===== src/rtl/dfa_scan_pkg.sv =====
package dfa_scan_pkg;
    localparam int CHAR_W = 8;
    typedef logic [CHAR_W-1:0] char_t;
endpackage


===== src/rtl/dfa_lane_match.sv =====
module dfa_lane_match
    import dfa_scan_pkg::*;
#(
    parameter int CNT_W = 3,
    parameter int IDX   = 0
) (
    input  char_t            lbl,
    input  char_t            chr,
    input  logic [CNT_W-1:0] cnt,
    output logic             hit
);
    localparam logic [CNT_W:0] LANE_POS = (CNT_W+1)'(IDX);

    logic live;

    always_comb begin
        live = ({1'b0, cnt} > LANE_POS);
        hit  = live && (lbl == chr);
    end
endmodule


===== src/rtl/dfa_lane_pick.sv =====
module dfa_lane_pick #(
    parameter int LANES   = 4,
    parameter int STATE_W = 5
) (
    input  logic [LANES-1:0]         hits,
    input  logic [LANES*STATE_W-1:0] lnext,
    input  logic [STATE_W-1:0]       def_next,
    output logic                     any_hit,
    output logic [STATE_W-1:0]       sel_next
);
    always_comb begin
        sel_next = def_next;
        for (int i = LANES - 1; i >= 0; i--) begin
            if (hits[i]) begin
                sel_next = lnext[i*STATE_W +: STATE_W];
            end
        end
        any_hit = |hits;
    end
endmodule


===== src/rtl/dfa_step_engine.sv =====
module dfa_step_engine
    import dfa_scan_pkg::*;
#(
    parameter int LANES   = 4,
    parameter int STATE_W = 5,
    parameter int MID_W   = 4,
    parameter int OFF_W   = 16,
    parameter int CNT_W   = $clog2(LANES + 1)
) (
    input  logic                     clk,
    input  logic                     rst,
    input  logic                     in_valid,
    input  logic [7:0]               in_byte,
    input  logic                     in_last,
    output logic                     in_ready,
    output logic [STATE_W-1:0]       cur_state,
    input  logic [CNT_W-1:0]         rec_cnt,
    input  logic [STATE_W-1:0]       rec_def_next,
    input  logic [MID_W-1:0]         rec_mid,
    input  logic [LANES*8-1:0]       rec_lbl,
    input  logic [LANES*STATE_W-1:0] rec_lnext,
    output logic                     res_valid,
    output logic [STATE_W-1:0]       res_state,
    output logic [MID_W-1:0]         res_mid,
    output logic                     match_hit,
    output logic [OFF_W-1:0]         match_off
);
    typedef struct packed {
        logic               ready;
        logic [STATE_W-1:0] state;
        logic [OFF_W-1:0]   off;
        logic               rv;
        logic [STATE_W-1:0] rs;
        logic [MID_W-1:0]   rm;
        logic               mh;
        logic [OFF_W-1:0]   mo;
    } regs_t;

    localparam regs_t REGS_RST = '0;

    regs_t              q, d;
    char_t              chr;
    logic [LANES-1:0]   lane_hit;
    logic               lane_any;
    logic [STATE_W-1:0] step_next;
    logic               accept;

    assign chr = in_byte;

    for (genvar g = 0; g < LANES; g++) begin : g_lane
        dfa_lane_match #(
            .CNT_W (CNT_W),
            .IDX   (g)
        ) u_lane (
            .lbl (rec_lbl[g*8 +: 8]),
            .chr (chr),
            .cnt (rec_cnt),
            .hit (lane_hit[g])
        );
    end

    dfa_lane_pick #(
        .LANES   (LANES),
        .STATE_W (STATE_W)
    ) u_pick (
        .hits     (lane_hit),
        .lnext    (rec_lnext),
        .def_next (rec_def_next),
        .any_hit  (lane_any),
        .sel_next (step_next)
    );

    assign accept = in_valid && q.ready;

    always_comb begin
        d       = q;
        d.ready = 1'b1;
        d.rv    = 1'b0;
        d.mh    = 1'b0;
        if (accept) begin
            d.rv = 1'b1;
            d.rs = step_next;
            d.rm = rec_mid;
            d.mh = |rec_mid;
            if (|rec_mid) begin
                d.mo = q.off;
            end
            if (in_last) begin
                d.state = '0;
                d.off   = '0;
            end else begin
                d.state = step_next;
                d.off   = q.off + 1'b1;
            end
        end
    end

    always_ff @(posedge clk) begin
        if (rst) begin
            q <= REGS_RST;
        end else begin
            q <= d;
        end
    end

    assign in_ready  = q.ready;
    assign cur_state = q.state;
    assign res_valid = q.rv;
    assign res_state = q.rs;
    assign res_mid   = q.rm;
    assign match_hit = q.mh;
    assign match_off = q.mo;

    assert_reset_start_R1: assert property (@(posedge clk)
        rst |=> (cur_state == '0 && !res_valid && !match_hit && !in_ready));

    assert_label_hit_R2: assert property (@(posedge clk) disable iff (rst)
        (accept && lane_any && !in_last) |=> (cur_state == $past(step_next)));

    assert_default_taken_R3: assert property (@(posedge clk) disable iff (rst)
        (accept && !lane_any && !in_last) |=> (cur_state == $past(rec_def_next)));

    assert_match_strobe_R6: assert property (@(posedge clk) disable iff (rst)
        accept |=> (match_hit == ($past(rec_mid) != '0)));

    assert_idle_hold_R7: assert property (@(posedge clk) disable iff (rst)
        !accept |=> ($stable(cur_state) && !res_valid && !match_hit));

    assert_stream_end_R8: assert property (@(posedge clk) disable iff (rst)
        (accept && in_last) |=> (cur_state == '0));

    assert_result_valid_R9: assert property (@(posedge clk) disable iff (rst)
        accept |=> res_valid);
endmodule


===== config.mk =====
export PLATFORM = sky130hd
export DESIGN_NAME = dfa_step_engine
export DESIGN_NICKNAME = d
export VERILOG_FILES = /design/src/rtl/dfa_scan_pkg.sv /design/src/rtl/dfa_lane_match.sv /design/src/rtl/dfa_lane_pick.sv /design/src/rtl/dfa_step_engine.sv
export SDC_FILE = /design/constraint.sdc
export NUM_CORES = 1
export LEC_CHECK = 0
export ABC_AREA = 1
export BUFFER_PORTS_ARGS = -buffer_cell sky130_fd_sc_hd__buf_2
export CELL_PAD_IN_SITES_DETAIL_PLACEMENT = 0
export CELL_PAD_IN_SITES_GLOBAL_PLACEMENT = 1
export CORE_UTILIZATION = 30
export CTS_CLUSTER_SIZE = 30
export DETAILED_ROUTE_END_ITERATION = 10
export GPL_TIMING_DRIVEN = 0
export PLACE_DENSITY_LB_ADDON = 0.1
export SYNTH_ARGS = -nofsm -noshare
export SYNTH_HDL_FRONTEND = slang
export SYNTH_SLANG_ARGS = --single-unit

===== constraint.sdc =====
create_clock -name clk -period 1.5 [get_ports clk]
set_input_delay 0.15 -clock clk [delete_from_list [all_inputs] [get_ports clk]]
set_output_delay 0.15 -clock clk [all_outputs]
set_load 0.005 [all_outputs]

==> run metrics <==
multi-input combinational cell area=1670 sq um; minimum clock period=1.53 ns; ys async rst share=0%; yosys warns=0; average wire per standard cell=11.7 um; Leakage=0.00207 uW; number of global-route vias before repair=3119; vias per cell=4.37; 1st-iter DRT viols=80; drt first pass iters=4; Crit path top cell by count=nand2_2; port bufs=105; cell-internal power=1980 uW; Post-Route WL=8450 um; total grt overflow=0; CORE AREA=9910 sq um; Worst Path Max Fanout=3; Synth Cell Area=3120 sq um; power per cell area=689 nW/um^2; synthesized instance count=467; Switch Pwr=819 uW; most common cell after layout, fill and taps aside=buf_2; Final #Nets=665; RSZ-0062 raised after global routing=true; CP endpoint kind=flop; clk buf depth=2; CTS H-tree depth=2; DR DRC count=0; WP data required=1.75 ns; Rel. slew slack=65.3%; Via Count=3156; fin. max-slew vios=0; clock skew=0.0129 ns; die area=10800 sq um; Die Y=104 um; clock share of power=28.5%; Syn Nets=544; CTS tree=done; Synth-to-Final Area Change=30.1%; commonest non-fill, non-tap cells in the layout=107 x buf_2, 105 x nand2_1, 45 x inv_1; IO Pins=109; Achievable Freq=655 MHz; Gate power share=22.3%; final setup violation count=1; first-pass GRT wire length=14400 um; EDFF count, synth=0; switching part of the total=29.3%; max cap viols=0; maximum vdd drop=0.360 mV; crit-path cells=inv_2, nor3_4, nand3_2, nor4_4, nand3_2, nor2_4, nand2_2, nand2_2, nand2_2, nor2_1; Worst-Skew Late Latency=0.31 ns; initial antenna violation count=0; clock sink count=49; failing checks=negative setup slack; Reg power frac=49.2%; period utilization=102%; Max stage delay on crit path=0.37 ns; GP Congestion=0.819; hold slack final=0.0768 ns; status=finished with violations; pin count of the biggest net entering global routing=16; Total GRT Usage=16.4%; Worst setup SP type=flop; Core Rows=36; Fillers=1108; CTS clk-pin slew, worst paths=0.10 ns; Hold Vio Cnt, Final=0; Slew @ Worst Pin=0.515 ns; Storage cell area=988 sq um; hold crit path type=in2reg; Sum Neg Setup Slack=-0.0259 ns; worst r2r src=q[29]; detailed placer's ending HPWL=6870 um; Unique masters post-synth=35; top_reg_cell synth=dfxtp_1; min-delay src=rst; slowest CP cell=dfxtp_1; antenna-violating nets left=0; sequential area share after synthesis=31.5%; Ant. Diodes=0; crit path DAT=1.78 ns; Yosys reg bits=49; Num CTS Buffers=5; post-route setup slack=-0.0259 ns; initial core utilization=31.5%; CTS root buf=clkbuf_8; layout cells sized above 1=37.7%; Setup CP Type=reg2reg; Die Width=104 um; Critical Path Start=q[29]; mean area per synthesized cell=6.68 sq um
critical path: cells and delay by family, from the launching register on:
kind                   cells  cell delay [ns]
AND/OR/NAND/NOR            9             1.04
buffers and inverters      1             0.07
flip-flops                 1             0.37
worst paths after layout:
path                                endpoint  slack (ns)  cells after the start
worst max-delay path                   q[42]       -0.03                     10
worst min-delay path            match_off[0]        0.08                      2
worst max register to register         q[42]       -0.03                     10
worst min register to register  cur_state[4]        0.47                      2
kinds of logic after synthesis:
kind of cell    count (synthesis)  synth area share [%]
compound gates                 63                  10.6
buf+inv                       107                  17.1
fa+ha+maj                       1                 0.401
xor+xnor                       14                  5.14
simple gates                  233                  35.3
flops                          49                  31.5
cell type report:
type / count / share of cell area (%)
sequential: 49 / 24.4
tap: 133 / 4.10
inverter: 64 / 6.08
clock buffer: 6 / 1.79
multi-input combinational: 311 / 41.2
buffer: 43 / 7.44
clock inverter: 2 / 0.339
timing repair buffer: 114 / 14.7
cell usage after synthesis (all sizes together), types with 2 or more instances:
library cell / instances / area, sq um
a211oi: 4 / 30.0
a21oi: 32 / 160
buf: 34 / 259
clkbuf: 9 / 33.8
clkinv: 2 / 7.51
dfxtp: 49 / 981
inv: 62 / 233
nand2: 112 / 420
nand3: 33 / 190
nand3b: 2 / 15.0
nand4: 7 / 43.8
nor2: 49 / 201
nor3: 18 / 118
nor4: 4 / 55.1
o21ai: 24 / 120
or2: 6 / 37.5
xnor2: 12 / 143
xor2: 2 / 17.5
sequential cells by signal, summed over array words and instances (netlist names):
signal,flops
match_off,16
q,16
cur_state,5
res_state,5
res_mid,4
in_ready,1
match_hit,1
res_valid,1
power groups by stage:
| stage | clock network (uW) | registers [uW] | logic (uW) |
|---|---|---|---|
| after floorplan | 0 | 1400 | 376 |
| after CTS | 829 | 1380 | 626 |
| after global placement | 0 | 1400 | 614 |
| final | 796 | 1380 | 623 |
| after detailed placement | 0 | 1400 | 618 |
| after global routing | 876 | 1380 | 709 |
metal layers:
metal | part of all wire (%) | GRT usage (%) | vias to the layer above
met5 | 0 | 0 | -
met4 | 1.1 | 3.78 | 0
met3 | 4.3 | 2.82 | 6
met2 | 46 | 27.6 | 73
met1 | 49 | 21.7 | 1382
li1 | - | - | 1695
metrics by stage:
stage | instance area (sq um) | utilization (%) | std cells | worst slack [ns] | total power [uW]
final | 4060 | 40.9 | 722 | -0.0259 | 2800
after global routing | 4060 | 40.9 | 722 | -0.169 | 2970
after CTS | 3970 | 40.1 | 720 | -0.0965 | 2830
after detailed placement | 3810 | 38.4 | 705 | -0.210 | 2020
after global placement | 3810 | 38.4 | 705 | -0.163 | 2020
after floorplan | 3120 | - | 467 | 0.0517 | 1770
repair_timing:
action	CTS	global route
buffers inserted	7	2
gates resized for setup	11	27
endpoints found under the setup margin	33	34
hold buffers	0	0
cloned	0	0
pin swaps	4	10
Power figures use the tool's default switching activity.
